<file path="config.mk">
export PLATFORM = sky130hd
export DESIGN_NAME = dslot_sequencer
export DESIGN_NICKNAME = d
export VERILOG_FILES = /design/src/rtl/dslot_pkg.sv /design/src/rtl/dslot_cond_eval.sv /design/src/rtl/dslot_target_gen.sv /design/src/rtl/dslot_next_sel.sv /design/src/rtl/dslot_sequencer.sv
export SDC_FILE = /design/constraint.sdc
export NUM_CORES = 1
export LEC_CHECK = 0
export ABC_AREA = 1
export BUFFER_PORTS_ARGS = -buffer_cell sky130_fd_sc_hd__buf_4
export CAP_MARGIN = 20
export CORE_ASPECT_RATIO = 0.6
export CORE_UTILIZATION = 50
export CTS_BUF_LIST = sky130_fd_sc_hd__clkbuf_2 sky130_fd_sc_hd__clkbuf_4 sky130_fd_sc_hd__clkbuf_8
export DETAILED_ROUTE_END_ITERATION = 16
export GPL_TIMING_DRIVEN = 0
export PLACE_DENSITY = 0.85
export SYNTH_ARGS = -nofsm -noshare
export SYNTH_HDL_FRONTEND = slang
export SYNTH_SLANG_ARGS = --single-unit
</file>
<file path="constraint.sdc">
create_clock -name clk_i -period 4.65 [get_ports clk_i]
set_input_delay 0.465 -clock clk_i [delete_from_list [all_inputs] [get_ports clk_i]]
set_output_delay 0.465 -clock clk_i [all_outputs]
set_load 0.05 [all_outputs]
</file>
<file path="src/rtl/dslot_pkg.sv">
package dslot_pkg;

  // Why the current instruction is a delay slot
  typedef enum logic [1:0] {
    SLOT_NONE   = 2'd0,
    SLOT_BRANCH = 2'd1,
    SLOT_EXIT   = 2'd2
  } slot_kind_e;

endpackage

</file>
<file path="src/rtl/dslot_cond_eval.sv">
module dslot_cond_eval #(
  parameter int unsigned DATA_W = 32
) (
  input  logic              branch_i,
  input  logic              cond_nz_i,
  input  logic [DATA_W-1:0] src_val_i,
  output logic              take_o
);
  logic is_zero;
  assign is_zero = (src_val_i == '0);
  assign take_o  = branch_i & (cond_nz_i ? ~is_zero : is_zero);
endmodule

</file>
<file path="src/rtl/dslot_target_gen.sv">
module dslot_target_gen #(
  parameter int unsigned PC_W  = 8,
  parameter int unsigned OFF_W = 8
) (
  input  logic [PC_W-1:0]  pc_i,
  input  logic [OFF_W-1:0] offset_i,
  output logic [PC_W-1:0]  pc_inc_o,
  output logic [PC_W-1:0]  target_o
);
  logic [PC_W-1:0] off_ext;

  for (genvar g = 0; g < PC_W; g++) begin : g_sext
    if (g < OFF_W) begin : g_bit
      assign off_ext[g] = offset_i[g];
    end else begin : g_sign
      assign off_ext[g] = offset_i[OFF_W-1];
    end
  end

  assign pc_inc_o = pc_i + PC_W'(1);
  assign target_o = pc_i + off_ext;
endmodule

</file>
<file path="src/rtl/dslot_next_sel.sv">
module dslot_next_sel
  import dslot_pkg::*;
#(
  parameter int unsigned PC_W = 8
) (
  input  slot_kind_e      kind_i,
  input  logic            branch_i,
  input  logic            exit_i,
  input  logic            annul_i,
  input  logic            take_i,
  input  logic [PC_W-1:0] pc_inc_i,
  input  logic [PC_W-1:0] target_i,
  input  logic [PC_W-1:0] pend_tgt_i,
  output logic [PC_W-1:0] next_pc_o,
  output slot_kind_e      next_kind_o,
  output logic            load_tgt_o,
  output logic            stop_o,
  output logic            err_o
);
  slot_kind_e after_kind;

  always_comb begin
    after_kind  = exit_i ? SLOT_EXIT : SLOT_NONE;
    next_pc_o   = pc_inc_i;
    next_kind_o = after_kind;
    load_tgt_o  = 1'b0;
    stop_o      = 1'b0;
    err_o       = (kind_i != SLOT_NONE) & branch_i;
    unique case (kind_i)
      SLOT_EXIT: begin
        stop_o = 1'b1;
      end
      SLOT_BRANCH: begin
        // branch in slot ignored; exit on slot makes target the exit slot
        next_pc_o = pend_tgt_i;
      end
      default: begin
        if (take_i && annul_i) begin
          next_pc_o = target_i;
        end else if (take_i) begin
          load_tgt_o  = 1'b1;
          next_kind_o = exit_i ? SLOT_EXIT : SLOT_BRANCH;
        end
      end
    endcase
  end
endmodule

</file>
<file path="src/rtl/dslot_sequencer.sv">
module dslot_sequencer
  import dslot_pkg::*;
#(
  parameter int unsigned PC_W   = 8,
  parameter int unsigned OFF_W  = 8,
  parameter int unsigned DATA_W = 32
) (
  input  logic              clk_i,
  input  logic              rst_ni,
  input  logic              start_i,
  input  logic              instr_branch_i,
  input  logic              instr_exit_i,
  input  logic              instr_annul_i,
  input  logic              instr_cond_nz_i,
  input  logic [OFF_W-1:0]  instr_offset_i,
  input  logic [DATA_W-1:0] src_val_i,
  output logic [PC_W-1:0]   pc_o,
  output logic              instr_valid_o,
  output logic              slot_o,
  output logic              slot_err_o,
  output logic              done_o
);
  logic            busy_q;
  logic            done_q;
  logic [PC_W-1:0] pc_q;
  logic [PC_W-1:0] tgt_q;
  slot_kind_e      kind_q;

  logic            take;
  logic [PC_W-1:0] pc_inc;
  logic [PC_W-1:0] target;
  logic [PC_W-1:0] next_pc;
  slot_kind_e      next_kind;
  logic            load_tgt;
  logic            stop;
  logic            err;
  logic            in_slot;

  assign in_slot = (kind_q != SLOT_NONE);

  dslot_cond_eval #(.DATA_W(DATA_W)) u_cond (
    .branch_i  (instr_branch_i & ~in_slot),
    .cond_nz_i (instr_cond_nz_i),
    .src_val_i (src_val_i),
    .take_o    (take)
  );

  dslot_target_gen #(.PC_W(PC_W), .OFF_W(OFF_W)) u_tgt (
    .pc_i     (pc_q),
    .offset_i (instr_offset_i),
    .pc_inc_o (pc_inc),
    .target_o (target)
  );

  dslot_next_sel #(.PC_W(PC_W)) u_sel (
    .kind_i      (kind_q),
    .branch_i    (instr_branch_i),
    .exit_i      (instr_exit_i),
    .annul_i     (instr_annul_i),
    .take_i      (take),
    .pc_inc_i    (pc_inc),
    .target_i    (target),
    .pend_tgt_i  (tgt_q),
    .next_pc_o   (next_pc),
    .next_kind_o (next_kind),
    .load_tgt_o  (load_tgt),
    .stop_o      (stop),
    .err_o       (err)
  );

  always_ff @(posedge clk_i or negedge rst_ni) begin
    if (!rst_ni) begin
      busy_q <= 1'b0;
      done_q <= 1'b0;
      pc_q   <= '0;
      tgt_q  <= '0;
      kind_q <= SLOT_NONE;
    end else if (start_i) begin
      busy_q <= 1'b1;
      done_q <= 1'b0;
      pc_q   <= '0;
      tgt_q  <= '0;
      kind_q <= SLOT_NONE;
    end else if (busy_q) begin
      if (stop) begin
        busy_q <= 1'b0;
        done_q <= 1'b1;
        kind_q <= SLOT_NONE;
      end else begin
        done_q <= 1'b0;
        pc_q   <= next_pc;
        kind_q <= next_kind;
        if (load_tgt) tgt_q <= target;
      end
    end else begin
      done_q <= 1'b0;
    end
  end

  assign pc_o          = pc_q;
  assign instr_valid_o = busy_q;
  assign slot_o        = busy_q & in_slot;
  assign slot_err_o    = busy_q & err;
  assign done_o        = done_q;
endmodule

</file>
==> impl_metrics.env, run 1 <==
export IMPL_io_pins=59
export IMPL_vias=1873
export IMPL_maxSlewViolCount=0
export IMPL_wl_per_cell_um=13.32
export IMPL_initial_utilization=0.5314
export IMPL_r2r_start="pc_o[0]"
export IMPL_grt_max_degree=21
export IMPL_wirelength_mm=4.647
export IMPL_worstPathRequired_ps=4810
export IMPL_synth_cell_type_count=34
export IMPL_fin_nets=364
export IMPL_syn_inst=243
export IMPL_grt_antenna_before_repair=0
export IMPL_holdWs_ps=68.15
export IMPL_grt_pass1_wl_mm=7.562
export IMPL_status="finished, final reports clean"
export IMPL_total_power_mw=0.6937
export IMPL_cts_resized=0
export IMPL_via_per_inst=5.367
export IMPL_final_hold_viol_count=0
export IMPL_die_width_um=78.50
export IMPL_post_synth_top_count_cell="nand2_1"
export IMPL_post_cts_buffers=0
export IMPL_worstPathArrival_ps=2120
export IMPL_ir_drop_uv=216.0
export IMPL_gp_congestion=0.8677
export IMPL_syn_nets=302
export IMPL_power_leakage_nw=1.238
export IMPL_setup_violations_final=0
export IMPL_drcViolationCount=0
export IMPL_die_h_um=47.90
export IMPL_fin_crit_sh=0.4204
export IMPL_cts_hold_buf=0
export IMPL_path_class="reg2reg"
export IMPL_r2r_setup_slack_ps=2690
export IMPL_cts_tree="done"
export IMPL_yosysTopAreaCell="dfrtp_1"
export IMPL_start_kind="flip-flop"
export IMPL_clock_path_buffers=2
export IMPL_synth_top_cell_area_share=0.2851
export IMPL_tns_ps=0
export IMPL_syn_avg_cell_area_um2=7.224
export IMPL_fin_worst_skew_ps=7.599
export IMPL_maxCapViolCount=0
export IMPL_synth_common_cells="77 x nand2_1, 30 x nor2_1, 20 x dfrtp_1, 20 x nand3_1, 19 x inv_1"
export IMPL_die_area_um2=3760
export IMPL_num_antenna_cells=0
export IMPL_ys_flop_type="dfrtp_1"
export IMPL_rsz0062_at_grt="false"
export IMPL_cts_buffers=3
export IMPL_ff2ff_path_depth=10
export IMPL_min_period_ps=1955
export IMPL_rows=16
export IMPL_r2r_end="pc_o[4]"
export IMPL_ys_top_cells_by_area="dfrtp_1 29%, nand2_1 16%, ha_1 7.8%"
export IMPL_yosys_warnings=0
export IMPL_async_reset_ff_frac=1.000
export IMPL_netlist_area_um2=1755
export IMPL_grt_pass1_vias=1756
export IMPL_drive_gt1_frac=0.2697
export IMPL_drtAntennaViolNets=0
export IMPL_worst_pin_slew_ps=557.2
export IMPL_fp_coreArea_um2=3303
export IMPL_areaGrowthSynthToFinish_pct=30.72
export IMPL_grt_overflow=0
export IMPL_grt_total_usage=0.2654
export IMPL_clock_sinks=20
export IMPL_hold_class="in2async"
export IMPL_ys_seq_area_frac=0.2851
export IMPL_root_buffer="clkbuf_8"
export IMPL_ys_ff_latch=20
export IMPL_drt_iter0_markers=152
export IMPL_timing_fmax_mhz=511.5
export IMPL_hpwl_mm=3.697
export IMPL_cts_max_level=1
export IMPL_synth_edf_count=0
export IMPL_clk_pin_slew_worst_paths_ps=80
export IMPL_first_pass_iters=4
export IMPL_endpoint_kind="flip-flop"
export IMPL_numPortBuffers=57
export IMPL_powerDensity_nw_per_um2=302.3
export IMPL_worstSkewPairLatency_ps=260
export IMPL_cp_max_fo=5
export IMPL_max_slew_margin=0.6285
flip-flops by register name, indices dropped and copies added, names as in the netlist:
signal / cells
pc_o: 8
instr_valid_o: 1
done_o: 1
tgt_q: 8
kind_q: 2
worst max-delay path by stage:
stage / start / to / slack, ps / depth (start not counted)
final: pc_o[0] / pc_o[4] / 2690 / 10
after global routing: pc_o[0] / pc_o[4] / 2530 / 10
after CTS: pc_o[0] / pc_o[4] / 2680 / 10
after detailed placement: instr_offset_i[0] / pc_o[4] / 2560 / 11
after global placement: instr_offset_i[0] / pc_o[4] / 2570 / 11
after floorplan: instr_valid_o / slot_err_o / 2180 / 2
layout make-up:
class / count / area (um2)
Buffer: 3 / 11.26
Clock buffer: 4 / 55.05
Fill cell: 288 / 1008
Inverter: 22 / 90.09
Multi-Input combinational cell: 198 / 1154
Sequential cell: 20 / 500.5
Tap cell: 45 / 56.30
Timing Repair Buffer: 57 / 427.9
cells by family after synthesis:
kind of cell | after synthesis | synth area share
XOR/XNOR | 10 | 0.04990
flip-flops | 20 | 0.2851
AO/OA/AOI/OAI | 22 | 0.09481
AND/OR/NAND/NOR | 154 | 0.4227
buffers and inverters | 25 | 0.05774
adder cells (fa/ha/maj) | 12 | 0.08981
critical path, stage by stage, from the launching register on:
cell	delay, ps
dfrtp_1	430
ha_1	230
fa_1	430
nand3_1	90
nand2_1	60
xor2_1	220
inv_1	70
nand4_1	90
nand3_1	90
nand2_1	90
nand2_1	50
layer usage:
layer / GRT usage / wire, um
met1: 0.3480 / 2117
met2: 0.4737 / 2074
met3: 0.05524 / 455
met4: 0.04815 / 0
met5: 0 / 0
stage by stage:
| step | cells | worst slack, ps | area (um2) | utilization |
|---|---|---|---|---|
| after global routing | 349 | 2530 | 2295 | 0.6947 |
| after CTS | 349 | 2684 | 2295 | 0.6947 |
| after floorplan | 243 | 2180 | 1755 | - |
| final | 349 | 2695 | 2295 | 0.6947 |
| after detailed placement | 345 | 2564 | 2240 | 0.6780 |
| after global placement | 345 | 2569 | 2240 | 0.6780 |
layout by cell type, fill, tap and decap left out, drive strengths merged:
cell	netlist	final
xor2	7	7
inv	22	22
a31o	1	1
nor3b	1	1
fa	1	1
a21o	1	1
a22oi	1	1
nor2	34	34
dfrtp	20	20
nand4	12	12
nand3b	1	1
a22o	1	1
o21ai	3	3
xnor2	3	3
nand2	82	82
or2	1	1
ha	11	11
nand3	22	22
nand2b	1	1
buf	1	58
a21oi	14	14
o21bai	1	1
clkbuf	2	6
report_power, final:
group	leakage, nW	internal (mW)	total [mW]	switching [mW]
registers	0.260	0.203	0.234	0.0311
clock network	0.0288	0.0754	0.135	0.0600
logic	0.949	0.123	0.324	0.201
total	1.24	0.402	0.694	0.292
Note: power is estimated with default switching activity, not from simulation.
==> inputs of run 2 (changes only) <==
==> constraint.sdc (replaced) <==
create_clock -name clk_i -period 2 [get_ports clk_i]
set_input_delay 0.2 -clock clk_i [delete_from_list [all_inputs] [get_ports clk_i]]
set_output_delay 0.2 -clock clk_i [all_outputs]
set_load 0.05 [all_outputs]
==> impl_metrics.env, run 2 (synthesized netlist as in run 1, its figures left out) <==
export IMPL_status="finished, final reports clean"
export IMPL_worstPathRequired_ps=2160
export IMPL_tns_ps=0
export IMPL_final_cell_mix="77 x nand2_1, 57 x buf_4, 30 x nor2_1"
export IMPL_final_common_cell="nand2_1"
export IMPL_endpoint_kind="flip-flop"
export IMPL_p_int_mw=0.9465
export IMPL_clkPwrFrac=0.194
export IMPL_worstSkewPairLatency_ps=260
export IMPL_fin_worst_skew_ps=2.996
export IMPL_path_class="reg2reg"
export IMPL_maxSlewViolCount=0
export IMPL_cts_buffers=3
export IMPL_fp_coreArea_um2=3303
export IMPL_numPortBuffers=57
export IMPL_min_from="instr_exit_i"
export IMPL_start_kind="flip-flop"
export IMPL_r2r_start="pc_o[3]"
export IMPL_first_pass_iters=4
export IMPL_setup_violations_final=0
export IMPL_gp_congestion=0.8834
export IMPL_max_slew_margin=0.6167
export IMPL_grt_antenna_before_repair=0
export IMPL_fin_crit_sh=0.9632
export IMPL_drt_iter0_markers=131
export IMPL_clock_path_buffers=2
export IMPL_drcViolationCount=0
export IMPL_ir_drop_uv=581.3
export IMPL_post_cts_buffers=0
export IMPL_drtAntennaViolNets=0
export IMPL_maxCapViolCount=0
export IMPL_cts_tree="done"
export IMPL_die_h_um=47.90
export IMPL_areaGrowthSynthToFinish_pct=33.00
export IMPL_wirelength_mm=4.575
export IMPL_holdWs_ps=107.8
export IMPL_cts_max_level=1
export IMPL_timing_fmax_mhz=519.1
export IMPL_fin_nets=365
export IMPL_postPlaceCellArea_um2=2246
export IMPL_p_sw_mw=0.6846
export IMPL_clk_pin_slew_worst_paths_ps=80
export IMPL_clock_sinks=20
export IMPL_num_antenna_cells=0
export IMPL_pwr_share_comb=0.470
export IMPL_hold_class="in2reg"
export IMPL_worst_pin_slew_ps=574.9
export IMPL_grt_total_usage=0.2572
export IMPL_wl_per_cell_um=13.07
export IMPL_powerDensity_nw_per_um2=698.6
export IMPL_die_area_um2=3760
export IMPL_cp_startpoint="pc_o[3]"
export IMPL_initial_utilization=0.5314
export IMPL_grt_pass1_vias=1588
export IMPL_die_width_um=78.50
export IMPL_final_hold_viol_count=0
export IMPL_grt_pass1_wl_mm=7.369
export IMPL_p_sw_frac=0.4197
export IMPL_rows=16
export IMPL_cp_max_fo=7
export IMPL_worstPathArrival_ps=2080
export IMPL_grt_max_degree=21
export IMPL_seqPwrFrac=0.336
export IMPL_io_pins=59
export IMPL_hpwl_mm=3.611
export IMPL_vias=1835
export IMPL_drive_gt1_frac=0.2885
export IMPL_power_leakage_nw=1.240
export IMPL_rsz0062_at_grt="false"
export IMPL_final_area_um2=2335
export IMPL_min_period_ps=1926
export IMPL_grt_overflow=0
export IMPL_via_per_inst=5.243
export IMPL_root_buffer="clkbuf_8"
-- run 2: critical path, cell delays in order (launching register included) --
cell	delay, ps
dfrtp_1	480
ha_1	400
a21oi_1	230
nand2_1	120
xor2_2	200
inv_1	70
nand4_1	90
nand3_1	100
nand2_1	80
nand2_1	50
-- run 2: worst paths after layout --
| kind | to | cells past startpoint | slack, ps |
|---|---|---|---|
| max reg2reg | pc_o[4] | 9 | 70 |
| min reg2reg | tgt_q[0] | 2 | 480 |
| max | pc_o[4] | 9 | 70 |
| min in group asynchronous | pc_o[5] | 2 | 350 |
| max in group asynchronous | pc_o[0] | 2 | 1410 |
| min | kind_q[0] | 2 | 110 |
-- run 2: per-layer routing --
layer	track usage	vias up	part of all wire
li1	-	921	-
met1	0.3698	831	0.48
met2	0.4105	83	0.43
met3	0.05524	0	0.089
met4	0.04074	0	0
met5	0	-	0
-- run 2: area by class of cell --
cell class,instances,area (um2)
inverter,22,90.09
tap,45,56.30
clock buffer,4,55.05
sequential,20,503.0
fill,274,968.4
multi-input combinational,198,1181
timing repair buffer,58,437.9
buffer,3,11.26
-- run 2: power by group through the flow --
stage | Clock (mW) | Combinational [mW] | Sequential [mW]
2_1_floorplan | 0 | 0.413 | 0.638
3_3_place_gp | 0 | 0.720 | 0.549
3_5_place_dp | 0 | 0.740 | 0.552
4_1_cts | 0.322 | 0.752 | 0.544
5_1_grt | 0.333 | 0.841 | 0.557
6_report | 0.317 | 0.766 | 0.549
-- run 2: through the flow --
stage	worst slack, ps	cells	utilization	power [mW]
floorplan	1.435	243	-	1.051
global placement	78.73	345	0.6799	1.269
detailed placement	15.75	345	0.6799	1.292
CTS	26.59	350	0.7019	1.618
global route	7.478	350	0.7068	1.731
finish	73.62	350	0.7068	1.631
-- run 2: what timing repair did --
item,CTS,global route
gates cloned,0,0
resized for setup,1,3
endpoints found under the hold margin,20,0
setup endpoints to repair,1,4
hold buffers,1,0
==> inputs of run 3 (changes only) <==
--- a/config.mk
+++ b/config.mk
@@ -9,11 +9,12 @@
 export BUFFER_PORTS_ARGS = -buffer_cell sky130_fd_sc_hd__buf_4
 export CAP_MARGIN = 20
 export CORE_ASPECT_RATIO = 0.6
-export CORE_UTILIZATION = 50
+export CORE_UTILIZATION = 47
 export CTS_BUF_LIST = sky130_fd_sc_hd__clkbuf_2 sky130_fd_sc_hd__clkbuf_4 sky130_fd_sc_hd__clkbuf_8
 export DETAILED_ROUTE_END_ITERATION = 16
 export GPL_TIMING_DRIVEN = 0
-export PLACE_DENSITY = 0.85
+export PLACE_DENSITY = 0.84
+export SETUP_SLACK_MARGIN = 0.5
 export SYNTH_ARGS = -nofsm -noshare
 export SYNTH_HDL_FRONTEND = slang
 export SYNTH_SLANG_ARGS = --single-unit
==> constraint.sdc (replaced) <==
create_clock -name clk_i -period 1.6 [get_ports clk_i]
set_input_delay 0.16 -clock clk_i [delete_from_list [all_inputs] [get_ports clk_i]]
set_output_delay 0.16 -clock clk_i [all_outputs]
set_load 0.05 [all_outputs]
==> impl_metrics.env, run 3 (synthesized netlist as in run 1, its figures left out) <==
export IMPL_hold_class="in2reg"
export IMPL_place_ws_ps=-220.9
export IMPL_worstSkewPairLatency_ps=280
export IMPL_postPlaceCellArea_um2=2349
export IMPL_start_kind="flip-flop"
export IMPL_ff2ff_path_depth=10
export IMPL_violations="setup timing"
export IMPL_grt_antenna_before_repair=0
export IMPL_min_from="instr_exit_i"
export IMPL_final_cell_mix="72 x buf_4, 61 x nand2_1, 25 x nor2_1"
export IMPL_nFillCells=144
export IMPL_clock_path_buffers=2
export IMPL_vias=2479
export IMPL_crit_top_cell="nand2_1"
export IMPL_maxCapViolCount=0
export IMPL_grt_pass1_vias=2042
export IMPL_drt_iter0_markers=282
export IMPL_grt_max_degree=21
export IMPL_final_util=0.8926
export IMPL_hpwl_mm=3.711
export IMPL_fin_nets=406
export IMPL_worstPathArrival_ps=2010
export IMPL_num_antenna_cells=0
export IMPL_areaGrowthSynthToFinish_pct=73.06
export IMPL_die_width_um=80.90
export IMPL_path_class="reg2reg"
export IMPL_endpoint_kind="flip-flop"
export IMPL_gp_congestion=0.8410
export IMPL_timing_fmax_mhz=541.2
export IMPL_setup_violations_final=17
export IMPL_timing_final_ws_setup_ps=-247.8
export IMPL_status="complete, but fails checks"
export IMPL_max_slew_margin=0.5483
export IMPL_grt_total_usage=0.3323
export IMPL_die_area_um2=3992
export IMPL_r2r_setup_slack_ps=-250
export IMPL_final_hold_viol_count=0
export IMPL_clock_sinks=20
export IMPL_die_h_um=49.34
export IMPL_fp_coreArea_um2=3403
export IMPL_rows=16
export IMPL_root_buffer="clkbuf_8"
export IMPL_wirelength_mm=7.956
export IMPL_fin_crit_sh=1.155
export IMPL_first_pass_iters=6
export IMPL_initial_utilization=0.5158
export IMPL_seqCellArea_um2=510.5
export IMPL_cts_max_level=1
export IMPL_rsz0062_at_grt="true"
export IMPL_min_period_ps=1848
export IMPL_wl_per_cell_um=20.35
export IMPL_max_stage_delay_ps=440
export IMPL_final_area_um2=3038
export IMPL_grt_pass1_wl_mm=9.873
export IMPL_total_power_mw=2.752
export IMPL_powerDensity_nw_per_um2=906.0
export IMPL_cp_slowest_cell="dfrtp_2"
export IMPL_min_to="kind_q[0]"
export IMPL_cts_tree="done"
export IMPL_io_pins=59
export IMPL_path_cells="ha_4, fa_2, nand3_2, nand2_2, xor2_2, inv_1, nand4_1, nand3_1, nand2_1, nand2_1"
export IMPL_cp_max_fo=3
export IMPL_power_leakage_nw=1.508
export IMPL_final_common_cell="buf_4"
export IMPL_clk_pin_slew_worst_paths_ps=80
export IMPL_grt_overflow=0
export IMPL_drcViolationCount=0
export IMPL_holdWs_ps=53.59
export IMPL_r2r_end="pc_o[4]"
export IMPL_drtAntennaViolNets=0
export IMPL_via_per_inst=6.340
export IMPL_numPortBuffers=57
export IMPL_drive_gt1_frac=0.5231
export IMPL_multi_input_area_um2=1423
export IMPL_fin_worst_skew_ps=6.493
export IMPL_cts_buffers=3
export IMPL_worst_pin_slew_ps=677.6
export IMPL_ir_drop_uv=645.8
export IMPL_maxSlewViolCount=0
export IMPL_r2r_start="pc_o[0]"
export IMPL_worstHoldPathCells=2
export IMPL_worstPathRequired_ps=1770
[run 3: cell count changes in the layout (fill, tap and decap cells not counted), sizes merged]
cell / change
buf: +41
clkinv: +1
inv: -1
[run 3: how the worst max path moves through the flow]
stage | start | to
after CTS | pc_o[0] | pc_o[6]
after floorplan | pc_o[0] | pc_o[4]
after detailed placement | pc_o[0] | pc_o[4]
after global routing | pc_o[0] | pc_o[4]
final | pc_o[0] | pc_o[4]
after global placement | pc_o[0] | pc_o[4]
[run 3: layout make-up]
class / instances / area share
well taps: 45 / 0.01853
inverters: 22 / 0.03048
clock buffers: 4 / 0.01812
plain buffers: 3 / 0.004530
multi-input cells: 198 / 0.4683
repair buffers: 99 / 0.2920
flip-flops and latches: 20 / 0.1680
[run 3: per-stage QoR]
| step | TNS, ps | cells |
|---|---|---|
| detailed placement | -1273 | 345 |
| global placement | -882.9 | 345 |
| CTS | -335.1 | 376 |
| global route | -2967 | 391 |
| floorplan | -562.7 | 243 |
| finish | -2150 | 391 |
[run 3: where the power goes]
| part | internal (mW) | switching, mW |
|---|---|---|
| registers | 0.597 | 0.108 |
| clock network | 0.220 | 0.197 |
| logic | 0.750 | 0.879 |
| total | 1.57 | 1.18 |
[run 3: repair_timing]
action,in CTS,in global routing
pin swaps,29,25
setup endpoints to repair,22,29
gates resized for setup,36,35
hold buffers,1,0
endpoints found under the hold margin,20,0
setup buffers,26,15
[run 3: routing by layer]
| metal | share of wire | global-route usage | vias to the layer above |
|---|---|---|---|
| met5 | 0 | 0 | - |
| met4 | 0.052 | 0.09524 | 0 |
| met3 | 0.14 | 0.08411 | 72 |
| met2 | 0.43 | 0.5476 | 257 |
| met1 | 0.37 | 0.4268 | 1148 |
| li1 | - | - | 1002 |
[run 3: worst max-delay path, delay by kind of cell (launching register included)]
family        cells  cell delay [ps]
fa+ha+maj         2              550
simple gates      6              500
xor+xnor          1              190
buf+inv           1               60
flops             1              440
